==> config.mk <==
export PLATFORM = sky130hd
export DESIGN_NAME = chan_src_burst_seq
export DESIGN_NICKNAME = d
export VERILOG_FILES = /design/src/rtl/csb_pkg.sv /design/src/rtl/csb_word_counter.sv /design/src/rtl/csb_next_state.sv /design/src/rtl/csb_out_decode.sv /design/src/rtl/chan_src_burst_seq.sv
export SDC_FILE = /design/constraint.sdc
export NUM_CORES = 1
export LEC_CHECK = 0
export BUFFER_PORTS_ARGS = -buffer_cell sky130_fd_sc_hd__buf_2
export CORE_ASPECT_RATIO = 1.1
export CORE_MARGIN = 5
export CORE_UTILIZATION = 56
export CTS_CLUSTER_DIAMETER = 30
export DETAILED_ROUTE_END_ITERATION = 8
export GPL_TIMING_DRIVEN = 0
export PLACE_DENSITY_LB_ADDON = 0.25
export REMOVE_ABC_BUFFERS = 1
export SLEW_MARGIN = 5
export SYNTH_ARGS = -nofsm -noshare
export SYNTH_HDL_FRONTEND = slang
export SYNTH_SLANG_ARGS = --single-unit
==> constraint.sdc <==
create_clock -name clk -period 3.47 [get_ports clk]
set_input_delay 0.1735 -clock clk [delete_from_list [all_inputs] [get_ports clk]]
set_output_delay 0.1735 -clock clk [all_outputs]
set_load 0.01 [all_outputs]
==> src/rtl/csb_pkg.sv <==
package csb_pkg;

   typedef enum logic [3:0] {
      ST_INIT       = 4'd0,
      ST_RD_HDR     = 4'd1,
      ST_POST_HDR   = 4'd2,
      ST_IDLE       = 4'd3,
      ST_WAIT_PKT   = 4'd4,
      ST_PEND_BURST = 4'd5,
      ST_BURST      = 4'd6,
      ST_LAST_WORD  = 4'd7,
      ST_CHECK      = 4'd8,
      ST_DEST_ERR   = 4'd9,
      ST_SRC_ERR    = 4'd10
   } csb_state_e;

   typedef struct packed {
      logic disc;
      logic conn_req;
      logic conn_ack;
      logic hdr_det;
      logic data_av;
      logic pkt_av;
      logic burst_av;
      logic burst_end;
      logic rx_not_ready;
   } csb_in_t;

   typedef struct packed {
      logic rd_n;
      logic req;
      logic pkt_frame;
      logic burst_frame;
      logic chk_slot;
      logic dest_err;
      logic src_err;
   } csb_out_t;

endpackage

==> src/rtl/csb_word_counter.sv <==
module csb_word_counter #(
   parameter int BURST_MAX  = 256,
   parameter bit DOWN_COUNT = 1'b0,
   localparam int CNT_W     = $clog2(BURST_MAX)
) (
   input  logic clk,
   input  logic rst_n,
   input  logic in_burst,
   output logic at_last
);

   generate
      if (BURST_MAX < 2) begin : g_bad_max
         $error("csb_word_counter: BURST_MAX must be at least 2");
      end

      if (DOWN_COUNT) begin : g_down
         // Remaining burst-state reads before the limit word
         localparam logic [CNT_W-1:0] LOAD_V = CNT_W'(BURST_MAX - 2);
         logic [CNT_W-1:0] remain_q;
         always_ff @(posedge clk or negedge rst_n) begin
            if (!rst_n)         remain_q <= LOAD_V;
            else if (!in_burst) remain_q <= LOAD_V;
            else                remain_q <= remain_q - 1'b1;
         end
         assign at_last = (remain_q == '0);
      end else begin : g_up
         // Words of the burst read so far, the wait-packet word counted as one
         localparam logic [CNT_W-1:0] LAST_V = CNT_W'(BURST_MAX - 1);
         logic [CNT_W-1:0] words_q;
         always_ff @(posedge clk or negedge rst_n) begin
            if (!rst_n)         words_q <= CNT_W'(1);
            else if (!in_burst) words_q <= CNT_W'(1);
            else                words_q <= words_q + 1'b1;
         end
         assign at_last = (words_q == LAST_V);
      end
   endgenerate

endmodule

==> src/rtl/csb_next_state.sv <==
module csb_next_state
   import csb_pkg::*;
(
   input  csb_state_e cur,
   input  csb_in_t    in,
   input  logic       burst_at_last,
   output csb_state_e nxt
);

   logic burst_done;
   assign burst_done = !in.pkt_av || in.burst_end || !in.data_av || burst_at_last;

   always_comb begin
      nxt = cur;
      if (in.disc) begin
         nxt = ST_INIT;
      end else begin
         unique case (cur)
            ST_INIT: begin
               if (in.conn_ack)                     nxt = ST_DEST_ERR;
               else if (in.conn_req && in.data_av)  nxt = ST_RD_HDR;
            end
            ST_RD_HDR: begin
               if (in.conn_ack)      nxt = ST_DEST_ERR;
               else if (in.hdr_det)  nxt = ST_POST_HDR;
            end
            ST_POST_HDR: begin
               if (in.conn_ack) nxt = ST_IDLE;
            end
            ST_IDLE: begin
               if (in.burst_av && in.data_av) nxt = ST_WAIT_PKT;
            end
            ST_WAIT_PKT: begin
               nxt = in.pkt_av ? ST_PEND_BURST : ST_IDLE;
            end
            ST_PEND_BURST: begin
               if (!in.pkt_av)                         nxt = ST_SRC_ERR;
               else if (in.rx_not_ready)               nxt = ST_PEND_BURST;
               else if (in.burst_end || !in.data_av)   nxt = ST_LAST_WORD;
               else                                    nxt = ST_BURST;
            end
            ST_BURST: begin
               if (burst_done) nxt = ST_LAST_WORD;
            end
            ST_LAST_WORD: nxt = ST_CHECK;
            ST_CHECK: begin
               nxt = in.pkt_av ? ST_WAIT_PKT : ST_IDLE;
            end
            ST_DEST_ERR: nxt = ST_DEST_ERR;
            ST_SRC_ERR:  nxt = ST_SRC_ERR;
            default:     nxt = ST_INIT;
         endcase
      end
   end

endmodule

==> src/rtl/csb_out_decode.sv <==
module csb_out_decode
   import csb_pkg::*;
(
   input  csb_state_e cur,
   output csb_out_t   out
);

   always_comb begin
      out             = '0;
      out.rd_n        = 1'b1;
      unique case (cur)
         ST_RD_HDR:     out.rd_n = 1'b0;
         ST_POST_HDR:   out.req  = 1'b1;
         ST_IDLE:       out.req  = 1'b1;
         ST_WAIT_PKT: begin
            out.req  = 1'b1;
            out.rd_n = 1'b0;
         end
         ST_PEND_BURST: begin
            out.req       = 1'b1;
            out.pkt_frame = 1'b1;
         end
         ST_BURST: begin
            out.req         = 1'b1;
            out.rd_n        = 1'b0;
            out.pkt_frame   = 1'b1;
            out.burst_frame = 1'b1;
         end
         ST_LAST_WORD: begin
            out.req         = 1'b1;
            out.pkt_frame   = 1'b1;
            out.burst_frame = 1'b1;
         end
         ST_CHECK: begin
            out.req       = 1'b1;
            out.pkt_frame = 1'b1;
            out.chk_slot  = 1'b1;
         end
         ST_DEST_ERR:   out.dest_err = 1'b1;
         ST_SRC_ERR:    out.src_err  = 1'b1;
         default:       out.rd_n     = 1'b1;
      endcase
   end

endmodule

==> src/rtl/chan_src_burst_seq.sv <==
module chan_src_burst_seq
   import csb_pkg::*;
#(
   parameter int BURST_MAX  = 256,
   parameter bit DOWN_COUNT = 1'b0
) (
   input  logic clk,
   input  logic rst_n,
   input  logic disc_i,
   input  logic conn_req_i,
   input  logic conn_ack_i,
   input  logic hdr_det_i,
   input  logic fifo_data_av_i,
   input  logic fifo_pkt_av_i,
   input  logic fifo_burst_av_i,
   input  logic fifo_burst_end_i,
   input  logic rx_not_ready_i,
   output logic fifo_rd_n_o,
   output logic chan_req_o,
   output logic pkt_frame_o,
   output logic burst_frame_o,
   output logic chk_slot_o,
   output logic dest_err_o,
   output logic src_err_o
);

   csb_state_e state_q;
   csb_state_e state_d;
   csb_in_t    in_s;
   csb_out_t   out_s;
   logic       burst_at_last;

   assign in_s.disc         = disc_i;
   assign in_s.conn_req     = conn_req_i;
   assign in_s.conn_ack     = conn_ack_i;
   assign in_s.hdr_det      = hdr_det_i;
   assign in_s.data_av      = fifo_data_av_i;
   assign in_s.pkt_av       = fifo_pkt_av_i;
   assign in_s.burst_av     = fifo_burst_av_i;
   assign in_s.burst_end    = fifo_burst_end_i;
   assign in_s.rx_not_ready = rx_not_ready_i;

   csb_word_counter #(
      .BURST_MAX  (BURST_MAX),
      .DOWN_COUNT (DOWN_COUNT)
   ) u_cnt (
      .clk      (clk),
      .rst_n    (rst_n),
      .in_burst (state_q == ST_BURST),
      .at_last  (burst_at_last)
   );

   csb_next_state u_nxt (
      .cur           (state_q),
      .in            (in_s),
      .burst_at_last (burst_at_last),
      .nxt           (state_d)
   );

   always_ff @(posedge clk or negedge rst_n) begin
      if (!rst_n) state_q <= ST_INIT;
      else        state_q <= state_d;
   end

   csb_out_decode u_dec (
      .cur (state_q),
      .out (out_s)
   );

   assign fifo_rd_n_o   = out_s.rd_n;
   assign chan_req_o    = out_s.req;
   assign pkt_frame_o   = out_s.pkt_frame;
   assign burst_frame_o = out_s.burst_frame;
   assign chk_slot_o    = out_s.chk_slot;
   assign dest_err_o    = out_s.dest_err;
   assign src_err_o     = out_s.src_err;

endmodule

==> results of run 1 <==
-- power by group through the flow --
stage | Sequential, mW | Combinational (mW) | Clock, mW
after CTS | 0.237 | 0.264 | 0.110
final | 0.239 | 0.262 | 0.104
after global placement | 0.238 | 0.254 | 0
after floorplan | 0.218 | 0.197 | 0
after detailed placement | 0.239 | 0.262 | 0
after global routing | 0.246 | 0.296 | 0.116
-- final timing paths --
| check | startpoint | to | cells past startpoint |
|---|---|---|---|
| max in group asynchronous | rst_n | u_cnt.g_up.words_q[0] | 2 |
| worst min-delay path | disc_i | state_q[2] | 2 |
| worst max-delay path | state_q[1] | state_q[0] | 5 |
| worst min register to register | u_cnt.g_up.words_q[0] | u_cnt.g_up.words_q[0] | 1 |
| worst max register to register | state_q[1] | state_q[0] | 5 |
| min in group asynchronous | rst_n | u_cnt.g_up.words_q[2] | 2 |
-- per-stage QoR --
step,util (%),hold WS [ns]
floorplan,-,-0.122
global placement,64.2,0.0561
detailed placement,64.2,0.0574
CTS,67.5,0.123
global route,67.5,0.124
finish,67.5,0.134
-- layer usage --
| layer | GRT usage (%) | vias to the layer above | wire length, microns |
|---|---|---|---|
| met4 | 9.22 | 0 | 28 |
| met3 | 3.57 | 2 | 83 |
| met5 | 0 | - | 0 |
| met2 | 27.8 | 21 | 883 |
| met1 | 22.9 | 334 | 741 |
| li1 | - | 373 | - |
-- final cells by class --
type | instances | area, sq um
well taps | 16 | 20.0
flip-flops and latches | 12 | 302
inverters | 2 | 7.51
clock buffers | 4 | 36.3
multi-input cells | 76 | 485
repair buffers | 18 | 95.1
fillers | 115 | 455
-- state kept, by name (all words and copies together) (netlist names) --
signal / count
u_cnt.g_up.words_q: 8
state_q: 4
-- kinds of logic (layout without fill, tap and decap cells) --
| group | count (synthesis) | in the layout | share of synthesized area (%) |
|---|---|---|---|
| and+or+nand+nor | 41 | 41 | 23.9 |
| AOI/OAI and AO/OA | 23 | 23 | 19.6 |
| DFF | 12 | 12 | 35.8 |
| buffers and inverters | 10 | 24 | 6.67 |
| xor gates and xnor gates | 7 | 7 | 7.27 |
| muxes | 4 | 4 | 5.34 |
| adders and majority gates | 1 | 1 | 1.48 |
-- repair_timing --
action / CTS / global route
hold endpoints to repair: 11 / 0
resized for setup: 0 / 0
hold buffers: 1 / 0
-- layout by cell type, fill, tap and decap left out, drive strengths merged, types with 4 or more instances in the layout --
master and instances:
xnor2 4, nand3 4, clkbuf 4, buf 17
nor2 15, nand2b 5, dfrtp 11, a21oi 6
nand2 4
-- critical path: stages (launching register included) --
cell	delay (ns)
dfrtp_1	0.67
inv_2	0.12
a311o_1	0.30
a211oi_2	0.22
a41o_2	0.17
mux2_4	0.30
==> impl_metrics.py, run 1 <==
metrics = {
    "sta": {
        "max_freq_mhz": 524,
        "rsz0062_at_grt": "no",
        "setup_violations": 0,
        "finalSetupTns_ns": 0,
        "hold_viol": 0,
        "relSlewSlack_pct": 63.6,
        "timing.final.crit_share_pct": 55.0,
        "maxSlewViolCount": 0,
        "tightest_slew_ns": 0.546,
        "fin_crit_ns": 1.91,
        "finClkSkew_ns": 0.00148,
        "fin_ws_ns": 1.56,
    },
    "finish": {
        "final_nets": 125,
        "stdcell_area_sq_um": 946,
        "synthToLayoutAreaGrowth_pct": 12.2,
        "stdcell_count": 128,
        "layout-drive-gt1-share_pct": 24.1,
        "antennaDiodeCount": 0,
    },
    "routing": {
        "routed_wl_microns": 1740,
        "firstDrtPassIters": 4,
        "antenna_left": 0,
        "via_count": 730,
        "drc": 0,
        "wire_per_inst_microns": 13.6,
        "drt_iter0_drc": 24,
        "avgViaCountPerCell": 5.70,
    },
    "logic_synthesis": {
        "avgSynthCellArea_sq_um": 8.61,
        "ys_seq_area_share_pct": 35.8,
        "yosysWarnings": 0,
        "synth.area.top_cells": "dfrtp_1 33%, nor2_1 6.7%, xnor2_1 4.2%, nand2b_1 3.7%, a21oi_1 3.6%",
        "ys_async_sr_fraction_pct": 100,
        "yosysTopAreaCellShare_pct": 32.6,
        "ys_ff_latch": 12,
        "syn_area_sq_um": 843,
        "synthFlopType": "dfrtp_1",
        "ys_top_cells_by_count": "15 x nor2_1, 11 x dfrtp_1, 6 x a21oi_1, 5 x nand2b_1",
        "yosys.area.top_type": "dfrtp_1",
        "ys_types": 39,
        "synth_edf_count": 0,
        "synth_most_common_cell": "nor2_1",
        "syn_inst": 98,
    },
    "power": {
        "switchingPower_uw": 251,
        "p_comb_share_pct": 43.3,
        "cellLeakagePower_nw": 0.428,
        "p_sw_share_pct": 41.4,
        "p_seq_share_pct": 39.5,
        "p_clk_share_pct": 17.2,
        "power.density_nw_per_um2": 640,
        "ir_worst_vdd_uv": 360,
        "p_total_uw": 606,
        "internal_power_uw": 355,
    },
    "global_routing": {
        "grt_pass1_wl_microns": 3090,
        "antenna_found_initial": 0,
        "grt_overflow": 0,
        "grt_max_degree": 19,
        "track_usage_pct": 18.0,
        "grt_pass1_vias": 732,
    },
    "floorplanning": {
        "die_w_microns": 47,
        "die_h_microns": 50.7,
        "start_util_pct": 60.2,
        "coreArea_sq_um": 1400,
        "io_pins": 18,
        "row_count": 14,
        "die_area_sq_um": 2380,
    },
    "clock_tree": {
        "clockBufferDepth": 2,
        "clock_latency_ns": 0.26,
        "clkSlewWorstSetupHoldPaths_ns": 0.07,
        "cts_tree": "done",
        "htreeDepth": 1,
        "root_buffer": "clkbuf_4",
        "cts.sinks": 12,
        "postCtsSetupRepairBufs": 0,
        "numCtsBuffers": 3,
    },
    "min_path": {
        "min_path_type": "primary input to register",
    },
    "place": {
        "numPortBuffers": 17,
        "gp_congestion": 0.797,
        "place_hpwl_microns": 1320,
        "place_area_sq_um": 900,
        "place_inst": 123,
        "pre_cts_slack_ns": 1.60,
    },
    "run": {
        "cap_viol_max_count": 0,
    },
    "outcome": {
        "outcome": "finished clean",
    },
    "setup_path": {
        "critPathRequiredTime_ns": 3.62,
        "crit_type": "register to register",
        "r2r_slack_ns": 1.56,
        "crit_path_end_kind": "register",
        "worstPathArrival_ns": 2.05,
        "start_kind": "register",
        "worstPathMaxFanout": 17,
    },
}
Note: power is estimated with default switching activity, not from simulation.
==> run 2: changes to the inputs <==
CORE_UTILIZATION = 47   (was 56)
clock period = 1.6 ns   (was 3.47 ns; I/O delays follow)
==> run 2 against run 1 <==
Effect of this change:
- global-route usage decreased by 1.3 points
- utilization decreased by 6.9 points
- via count increased by 10%
- clock skew increased by 0.0056 ns
- final cell count increased by 9.4%
- non-clock buffer count increased by 10
- largest power group unchanged
- worst setup slack got worse by 1.6 ns
- clock power increased by 87%
- sequential cell count unchanged
- combinational power increased to 3.3 times the previous value
- die area increased by 15%
==> impl_metrics.py, run 2 (synthesis gave the netlist of run 1 again) <==
metrics = {
    "setup_path": {
        "worstPathArrival_ns": 1.76,
        "critPathRequiredTime_ns": 1.77,
        "crit_type": "register to register",
        "worstPathMaxFanout": 6,
        "crit_path_end_kind": "register",
        "start_kind": "register",
        "reg2reg_depth": 4,
    },
    "clock_tree": {
        "numCtsBuffers": 3,
        "cts.sinks": 12,
        "clock_latency_ns": 0.28,
        "cts_tree": "done",
        "clkSlewWorstSetupHoldPaths_ns": 0.07,
        "htreeDepth": 1,
        "clockBufferDepth": 2,
        "root_buffer": "clkbuf_4",
    },
    "finish": {
        "synthToLayoutAreaGrowth_pct": 25.1,
        "antennaDiodeCount": 0,
        "layout-drive-gt1-share_pct": 37.7,
        "final_nets": 135,
        "top_register": "u_cnt.g_up.words_q",
        "final_cell_mix": "17 x buf_2, 15 x nor2_1, 10 x buf_4",
        "stdcell_count": 140,
        "largest_reg_flops": 8,
        "nFillCells": 157,
        "layout_commonest_cell": "buf_2",
        "top_regs": "u_cnt.g_up.words_q x8, state_q x4",
    },
    "global_routing": {
        "grt_overflow": 0,
        "antenna_found_initial": 0,
        "track_usage_pct": 16.6,
        "grt_max_degree": 15,
        "grt_pass1_wl_microns": 3450,
        "grt_pass1_vias": 797,
    },
    "power": {
        "cellLeakagePower_nw": 0.470,
        "p_total_mw": 1.47,
        "p_seq_share_pct": 28.5,
        "internal_power_uw": 862,
        "power.density_nw_per_um2": 1390,
        "p_sw_share_pct": 41.2,
        "p_comb_share_pct": 58.3,
        "switchingPower_uw": 603,
        "ir_worst_vdd_uv": 750,
        "p_clk_share_pct": 13.2,
    },
    "place": {
        "gp_congestion": 0.820,
        "numPortBuffers": 17,
        "place_hpwl_microns": 1310,
        "place_inst": 125,
    },
    "outcome": {
        "outcome": "finished clean",
    },
    "min_path": {
        "min_path_type": "primary input to register",
        "hold_depth": 2,
    },
    "sta": {
        "maxSlewViolCount": 0,
        "timing.final.crit_share_pct": 99.4,
        "tightest_slew_ns": 0.278,
        "fin_crit_ns": 1.59,
        "setup_violations": 0,
        "hold_viol": 0,
        "max_freq_mhz": 628,
        "rsz0062_at_grt": "yes",
        "finClkSkew_ns": 0.00708,
        "relSlewSlack_pct": 81.3,
        "holdWs_ns": 0.0311,
    },
    "run": {
        "cap_viol_max_count": 0,
    },
    "floorplanning": {
        "die_h_microns": 54.4,
        "coreArea_sq_um": 1740,
        "die_w_microns": 50.4,
        "start_util_pct": 48.4,
        "die_area_sq_um": 2740,
        "row_count": 16,
        "io_pins": 18,
    },
    "routing": {
        "antenna_left": 0,
        "routed_wl_microns": 2020,
        "via_count": 803,
        "wire_per_inst_microns": 14.5,
        "drt_iter0_drc": 17,
        "firstDrtPassIters": 4,
        "drc": 0,
        "avgViaCountPerCell": 5.74,
    },
}
## run 2: cell count changes in the layout (fill, tap and decap cells not counted), sizes merged
cell  previous run  this run
buf             17        27
## run 2: power groups by stage
stage | Combinational [mW] | Clock [mW] | Sequential, mW
floorplan | 0.426 | 0 | 0.473
global placement | 0.552 | 0 | 0.522
detailed placement | 0.561 | 0 | 0.524
CTS | 0.770 | 0.202 | 0.415
global route | 0.941 | 0.219 | 0.422
finish | 0.854 | 0.194 | 0.417
## run 2: area by class of cell
class | instances | area (sq um) | share of cell area, %
multi-input combinational | 76 | 522 | 49.5
tap | 18 | 22.5 | 2.14
inverter | 2 | 7.51 | 0.712
clock buffer | 4 | 26.3 | 2.49
sequential | 12 | 307 | 29.1
timing repair buffer | 28 | 170 | 16.1
## run 2: worst paths after layout
check                                         to  slack, ns             startpoint
max                                   state_q[0]      0.009             state_q[0]
min                                   state_q[2]       0.03                 disc_i
max reg2reg                           state_q[0]      0.009             state_q[0]
min reg2reg                u_cnt.g_up.words_q[6]       0.55  u_cnt.g_up.words_q[6]
max in group asynchronous  u_cnt.g_up.words_q[0]       1.12                  rst_n
min in group asynchronous  u_cnt.g_up.words_q[3]       0.21                  rst_n
## run 2: worst max-delay path, stage by stage (launching register included)
cell,delay (ns)
dfrtp_2,0.46
a311o_1,0.30
a211oi_2,0.27
a41o_2,0.17
mux2_4,0.29
## run 2: what timing repair did
item                                    in CTS  in global routing
hold buffers                                 1                  0
endpoints found under the setup margin       7                  3
pin swaps                                    1                  2
resized for setup                            8                  3
buffers inserted                             7                  3
endpoints found under the hold margin       12                  0
## run 2: per-layer routing
metal / GRT usage (%) / part of all wire, % / routed length (microns) / vias to the layer above
met5: 0 / 0 / 0 / -
met4: 11.1 / 2.7 / 55 / 0
met3: 1.91 / 3.1 / 63 / 5
met2: 29.5 / 51 / 1030 / 21
met1: 18.9 / 43 / 869 / 388
li1: - / - / - / 389
## run 2: metrics by stage
step                utilization, %  cell area (sq um)  setup TNS, ns  setup WS [ns]
global route                  60.6               1050        -0.0516        -0.0369
detailed placement            51.8                902         -0.365         -0.262
floorplan                        -                795        -0.0766        -0.0766
CTS                           58.5               1020       -0.00795       -0.00795
global placement              51.8                902         -0.345         -0.248
finish                        60.6               1050              0        0.00888
